--- src/rtl/mpc_pkg.sv ---
package mpc_pkg;

    typedef enum logic [1:0] {
        MODE_REQ  = 2'd0,
        MODE_LAT  = 2'd1,
        MODE_CYC  = 2'd2,
        MODE_HOLD = 2'd3
    } mode_e;

    localparam int SEL_W   = 8;
    localparam int NUM_MEM = 2;

    // size window index of a byte count; 7 = beyond every window
    function automatic logic [2:0] size_bucket(input logic [15:0] nbytes);
        logic [2:0] b;
        if (nbytes <= 16'd4)        b = 3'd1;
        else if (nbytes <= 16'd8)   b = 3'd2;
        else if (nbytes <= 16'd16)  b = 3'd3;
        else if (nbytes <= 16'd32)  b = 3'd4;
        else if (nbytes <= 16'd64)  b = 3'd5;
        else if (nbytes <= 16'd128) b = 3'd6;
        else                        b = 3'd7;
        return b;
    endfunction

    function automatic mode_e decode_mode(input logic [4:0] code);
        mode_e m;
        if (code[4:3] == 2'b11) begin
            unique case (code[2:0])
                3'b000, 3'b001: m = MODE_LAT;
                3'b111:         m = MODE_CYC;
                default:        m = MODE_HOLD;
            endcase
        end else if (code[2:0] == 3'b111) begin
            m = MODE_HOLD;
        end else begin
            m = MODE_REQ;
        end
        return m;
    endfunction

endpackage

--- src/rtl/mpc_pending.sv ---
module mpc_pending #(
    parameter int OUT_W = 4
) (
    input  logic clk,
    input  logic rst_n,
    input  logic issue,
    input  logic done,
    output logic busy
);
    localparam logic [OUT_W-1:0] OUT_MAX = {OUT_W{1'b1}};

    logic [OUT_W-1:0] outst_q;
    logic [OUT_W-1:0] outst_d;

    always_comb begin
        outst_d = outst_q;
        if (issue && !done && outst_q != OUT_MAX)
            outst_d = outst_q + 1'b1;
        else if (!issue && done && outst_q != '0)
            outst_d = outst_q - 1'b1;
        else if (issue && done && outst_q == '0)
            outst_d = {{(OUT_W-1){1'b0}}, 1'b1};
    end

    always_ff @(posedge clk) begin
        if (!rst_n) outst_q <= '0;
        else        outst_q <= outst_d;
    end

    assign busy = (outst_q != '0);

    assert_issue_busy_R9: assert property (@(posedge clk) disable iff (!rst_n)
        issue |=> busy);
    assert_idle_stays_R9: assert property (@(posedge clk) disable iff (!rst_n)
        (!busy && !issue) |=> !busy);

endmodule

--- src/rtl/mpc_slice.sv ---
module mpc_slice
    import mpc_pkg::*;
#(
    parameter int CNT_W   = 32,
    parameter int BYTES_W = 8
) (
    input  logic                         clk,
    input  logic                         rst_n,
    input  logic                         wr_en,
    input  logic [SEL_W-1:0]             wr_sel,
    input  logic [NUM_MEM-1:0]           req_vld,
    input  logic [NUM_MEM-1:0]           req_wr,
    input  logic [NUM_MEM*BYTES_W-1:0]   req_bytes,
    input  logic [NUM_MEM-1:0]           busy_rd,
    input  logic [NUM_MEM-1:0]           busy_wr,
    output logic [SEL_W-1:0]             sel_q,
    output logic [CNT_W-1:0]             count_q
);
    localparam logic [SEL_W-1:0] KEEP_MASK = 8'h9F;

    mode_e            mode_q;
    mode_e            mode_d;
    logic             mem;
    logic [4:0]       code;
    logic [15:0]      nbytes;
    logic             dir_ok;
    logic             size_ok;
    logic             inc;
    logic             clr;

    assign mem    = sel_q[7];
    assign code   = sel_q[4:0];
    assign nbytes = 16'(req_bytes[mem*BYTES_W +: BYTES_W]);
    assign clr    = wr_en && wr_sel[6];

    // state transition: only a configuration write moves the mode
    always_comb begin
        mode_d = mode_q;
        if (wr_en) mode_d = decode_mode(wr_sel[4:0]);
    end

    always_ff @(posedge clk) begin
        if (!rst_n) begin
            mode_q <= MODE_REQ;
            sel_q  <= '0;
        end else begin
            mode_q <= mode_d;
            if (wr_en) sel_q <= wr_sel & KEEP_MASK;
        end
    end

    // output process: increment decision per mode
    always_comb begin
        dir_ok  = (code[4:3] == 2'b00)
               || (code[4:3] == 2'b01 && !req_wr[mem])
               || (code[4:3] == 2'b10 &&  req_wr[mem]);
        size_ok = (code[2:0] == 3'd0) || (code[2:0] == size_bucket(nbytes));
        unique case (mode_q)
            MODE_REQ:  inc = req_vld[mem] && dir_ok && size_ok;
            MODE_LAT:  inc = code[0] ? busy_wr[mem] : busy_rd[mem];
            MODE_CYC:  inc = 1'b1;
            MODE_HOLD: inc = 1'b0;
        endcase
    end

    always_ff @(posedge clk) begin
        if (!rst_n)   count_q <= '0;
        else if (clr) count_q <= '0;
        else if (inc) count_q <= count_q + 1'b1;
    end

    assert_clear_zero_R3: assert property (@(posedge clk) disable iff (!rst_n)
        clr |=> (count_q == '0));
    assert_step_one_R6: assert property (@(posedge clk) disable iff (!rst_n)
        !clr |=> (count_q == $past(count_q) || count_q == $past(count_q) + 1'b1));
    assert_hold_still_R7: assert property (@(posedge clk) disable iff (!rst_n)
        (mode_q == MODE_HOLD && !clr) |=> $stable(count_q));
    assert_cycle_adv_R8: assert property (@(posedge clk) disable iff (!rst_n)
        (mode_q == MODE_CYC && !clr) |=> (count_q == $past(count_q) + 1'b1));

endmodule

--- src/rtl/mem_perf_counters.sv ---
module mem_perf_counters
    import mpc_pkg::*;
#(
    parameter int NUM_CNT = 4,
    parameter int CNT_W   = 32,
    parameter int BYTES_W = 8,
    parameter int OUT_W   = 4
) (
    input  logic                         clk,
    input  logic                         rst_n,
    input  logic                         cfg_we,
    input  logic [NUM_CNT*8-1:0]         cfg_wdata,
    output logic [NUM_CNT*8-1:0]         cfg_rdata,
    input  logic [$clog2(NUM_CNT)-1:0]   cnt_sel,
    output logic [CNT_W-1:0]             cnt_rdata,
    input  logic [1:0]                   req_vld,
    input  logic [1:0]                   req_wr,
    input  logic [2*BYTES_W-1:0]         req_bytes,
    input  logic [1:0]                   rd_done,
    input  logic [1:0]                   wr_done
);
    localparam int CFG_W = NUM_CNT * SEL_W;

    logic [NUM_MEM-1:0] busy_rd;
    logic [NUM_MEM-1:0] busy_wr;
    logic [CNT_W-1:0]   counts [NUM_CNT];
    logic [CFG_W-1:0]   sel_all;

    for (genvar m = 0; m < NUM_MEM; m++) begin : g_mem
        mpc_pending #(.OUT_W(OUT_W)) u_rd (
            .clk(clk), .rst_n(rst_n),
            .issue(req_vld[m] && !req_wr[m]),
            .done(rd_done[m]),
            .busy(busy_rd[m])
        );
        mpc_pending #(.OUT_W(OUT_W)) u_wr (
            .clk(clk), .rst_n(rst_n),
            .issue(req_vld[m] && req_wr[m]),
            .done(wr_done[m]),
            .busy(busy_wr[m])
        );
    end

    for (genvar k = 0; k < NUM_CNT; k++) begin : g_cnt
        mpc_slice #(.CNT_W(CNT_W), .BYTES_W(BYTES_W)) u_slice (
            .clk(clk), .rst_n(rst_n),
            .wr_en(cfg_we),
            .wr_sel(cfg_wdata[k*SEL_W +: SEL_W]),
            .req_vld(req_vld),
            .req_wr(req_wr),
            .req_bytes(req_bytes),
            .busy_rd(busy_rd),
            .busy_wr(busy_wr),
            .sel_q(sel_all[k*SEL_W +: SEL_W]),
            .count_q(counts[k])
        );
    end

    assign cfg_rdata = sel_all;
    assign cnt_rdata = counts[cnt_sel];

endmodule

--- config.mk ---
export PLATFORM = sky130hd
export DESIGN_NAME = mem_perf_counters
export DESIGN_NICKNAME = d
export VERILOG_FILES = /design/src/rtl/mpc_pkg.sv /design/src/rtl/mpc_pending.sv /design/src/rtl/mpc_slice.sv /design/src/rtl/mem_perf_counters.sv
export SDC_FILE = /design/constraint.sdc
export NUM_CORES = 1
export LEC_CHECK = 0
export BUFFER_PORTS_ARGS = -buffer_cell sky130_fd_sc_hd__buf_2
export CELL_PAD_IN_SITES_DETAIL_PLACEMENT = 1
export CELL_PAD_IN_SITES_GLOBAL_PLACEMENT = 1
export CORE_MARGIN = 5
export CORE_UTILIZATION = 46
export DETAILED_ROUTE_END_ITERATION = 10
export PLACE_DENSITY = 0.83
export SLEW_MARGIN = 5
export SYNTH_ARGS = -nofsm -noshare
export SYNTH_HDL_FRONTEND = slang
export SYNTH_HIERARCHICAL = 1
export SYNTH_SLANG_ARGS = --single-unit
--- constraint.sdc ---
create_clock -name clk -period 4.3 [get_ports clk]
set_clock_uncertainty 0.1 [all_clocks]
set_input_delay 0.86 -clock clk [delete_from_list [all_inputs] [get_ports clk]]
set_output_delay 0.86 -clock clk [all_outputs]
set_load 0.005 [all_outputs]
==> impl_metrics.csv <==
group,metric,value,unit
status,status,"finished clean",
worst_hold_path,worst_hold_path_type,"flip-flop to flip-flop",
clock_tree,cts_inserted_buffers,17,
layout,final_cell_mix,"dfxtp_1 (176), a21oi_1 (131), buf_2 (112)",
die,coreArea,0.0261,mm2
timing,final_report_setup_violation_count,0,
power_and_ir_drop,vdd_drop_max,266,uV
critical_path,crit_path_end_kind,"flip-flop",
power_and_ir_drop,power.density,326,mW/mm2
detailed_routing,routed-wl-met3,2250,um
detailed_routing,drt_drc_violations_left,0,
timing,slew_viol_final,0,
synthesis,ys_types,80,
timing,final_critical_period,3.85,ns
global_routing,grt_first_pass_wirelength,67300,um
detailed_routing,routed_wirelength,42000,um
critical_path,critical_path.max_fanout,39,
layout,commonest_non_fill_non_tap_cell_in_the_layout,"dfxtp_1",
die,die_width,173,um
placed_design,io_buffers,112,
die,initial_core_util,0.467,
synthesis,synth-seq-cells,176,
detailed_routing,ant_nets,0,
global_routing,first_global_vias,12300,
clock_tree,clk-insertion-delay-late,0.44,ns
synthesis,synthArstFlopShare,0,
synthesis,synthCells,1430,
global_routing,grt_antenna_before_repair,2,
detailed_routing,wl_met2,20300,um
power_and_ir_drop,leakage_power,4.49,nW
clock_tree,cts-root-buf,"clkbuf_16",
timing,grt_setup_unrepaired,"no",
detailed_routing,top_layer,"met5",
die,die_h,173,um
layout,final_layout_fill_cell_count,3131,
detailed_routing,initialDrtViolationCount,1256,
layout,num_antenna_cells,0,
detailed_routing,dr_total_vias,12400,
die,floorplan.rows,59,
critical_path,crit_required,4.55,ns
timing,relSlewSlack,0.195,
die,die-area,0.0298,mm2
synthesis,yosysWarnings,6,
synthesis,ys_seq_area_frac,0.290,
synthesis,syn_avg_cell_area,8.51,um2
clock_tree,numClockSinks,176,
clock_tree,clkTransAtPathRegs,0.07,ns
global_routing,grt_usage,0.270,
layout,area_growth_syn_to_layout,11.2,%
critical_path,cp_data_arrival_time,4.10,ns
timing,part_of_the_cycle_the_worst_path_needs,0.894,
layout,total_number_of_nets_in_the_final_design,1569,
clock_tree,cts_tree,"built",
clock_tree,post_cts.resized_instances,0,
detailed_routing,routed_via_density,6.73,
layout,drive_above_1_share,0.182,
clock_tree,cts_hold_buf,0,
timing,timing_hold_violations_final,0,
timing,finalSetupTns,0,ns
global_routing,grt_start_max_net_pins,53,
synthesis,number_of_synthesized_flops_with_an_enable_pin,0,
placed_design,place_congestion,0.873,
detailed_routing,drtPass1Iterations,5,
clock_tree,clk_path_buf_depth,2,
die,io-pin-count,125,
placed_design,detailed_place_hpwl,30300,um
synthesis,postSynth.topFlopCell,"dfxtp_1",
detailed_routing,wl_met1,18300,um
detailed_routing,routed_wire_length_per_instance,22.8,um
critical_path,worstSetupStartpointType,"flip-flop",
layout,finished_core_util,0.519,
critical_path,critical_path_class,"flip-flop to flip-flop",
clock_tree,htree_levels,4,
timing,fmax,260,MHz
synthesis,mappedNetlistArea,0.0122,mm2
run,max-cap-violations,0,
timing,timing_worst_slew_pin_value,1.20,ns
global_routing,global_route.overflow_total,0,
clock_tree,cts.repair_timing.setup_buffer_count,0,
-- cells in the mapped netlist, types with 36 or more instances --
cell type	count	area, um2
a21oi_1	131	656
clkbuf_1	45	169
dfxtp_1	176	3520
inv_1	69	259
mux2i_1	47	470
nand2_1	92	345
nand3_1	47	235
nand4_1	52	325
nor2_1	79	297
nor2b_1	37	231
nor3_1	36	180
o21ai_0	47	235
o31ai_1	54	405
or4_1	57	428
-- layout make-up --
| class | instances | area (um2) | area share |
|---|---|---|---|
| clock buffer | 19 | 453 | 0.0335 |
| clock inverter | 13 | 221 | 0.0164 |
| inverter | 72 | 270 | 0.0200 |
| multi-input combinational | 1095 | 7870 | 0.582 |
| sequential | 176 | 3520 | 0.260 |
| tap | 335 | 419 | 0.0310 |
| timing repair buffer | 134 | 776 | 0.0573 |
-- logic make-up after synthesis --
kind of cell / Yosys count / synth area share
buffers and inverters: 163 / 0.0669
other: 4 / 0.00123
xor gates and xnor gates: 5 / 0.00360
DFF: 176 / 0.290
and+or+nand+nor: 574 / 0.277
AOI/OAI and AO/OA: 402 / 0.232
muxes: 94 / 0.117
adders and majority gates: 12 / 0.0123
-- per-stage QoR --
step                      worst slack [ns]  area, um2  power [mW]  hold slack, ns  cells
after global placement               0.368      12800        2.59           0.363   1812
after global routing                 0.134      13500        4.60           0.415   1844
after CTS                            0.519      13500        4.43           0.383   1844
after floorplan                      0.887      12200        2.37           0.347   1434
after detailed placement             0.281      12800        2.63           0.373   1812
final                                0.455      13500        4.41           0.388   1844
-- worst paths after layout --
path | end | cells past startpoint | startpoint | slack [ns]
worst max-delay path | g_cnt[1].u_slice/count_q[17] | 9 | g_cnt[1].u_slice/sel_q[7] | 0.45
worst min-delay path | g_cnt[0].u_slice/count_q[10] | 2 | g_cnt[0].u_slice/count_q[10] | 0.39
worst min register to register | g_cnt[0].u_slice/count_q[10] | 2 | g_cnt[0].u_slice/count_q[10] | 0.39
worst max register to register | g_cnt[1].u_slice/count_q[17] | 9 | g_cnt[1].u_slice/sel_q[7] | 0.45
-- layer usage --
layer / vias to the layer above / global-route usage
met4: 4 / 0.0897
met5: - / 0
met3: 81 / 0.0369
met2: 424 / 0.453
li1: 5701 / -
met1: 6202 / 0.359
-- sequential cells by signal, summed over array words and instances (netlist names) --
register	flops
g_cnt.u_slice/mode_q	8
g_cnt.u_slice/sel_q	24
g_mem.u_wr/outst_q	8
g_cnt.u_slice/count_q	128
g_mem.u_rd/outst_q	8
-- worst max-delay path: stages, from the launching register on --
cell	delay (ns)
dfxtp_1	0.83
nor4b_1	0.42
o21ai_1	0.23
o31ai_1	0.37
a311oi_1	0.23
or2_2	0.36
o32a_1	0.34
buf_12	0.18
or4_1	0.51
a21oi_1	0.18
-- power by group --
group,switching (mW),leakage [nW],internal (mW),total (mW)
clock,0.725,0.327,1.08,1.80
combinational,0.485,2.74,0.336,0.821
sequential,0.103,1.43,1.68,1.79
Note: power is estimated with default switching activity, not from simulation.
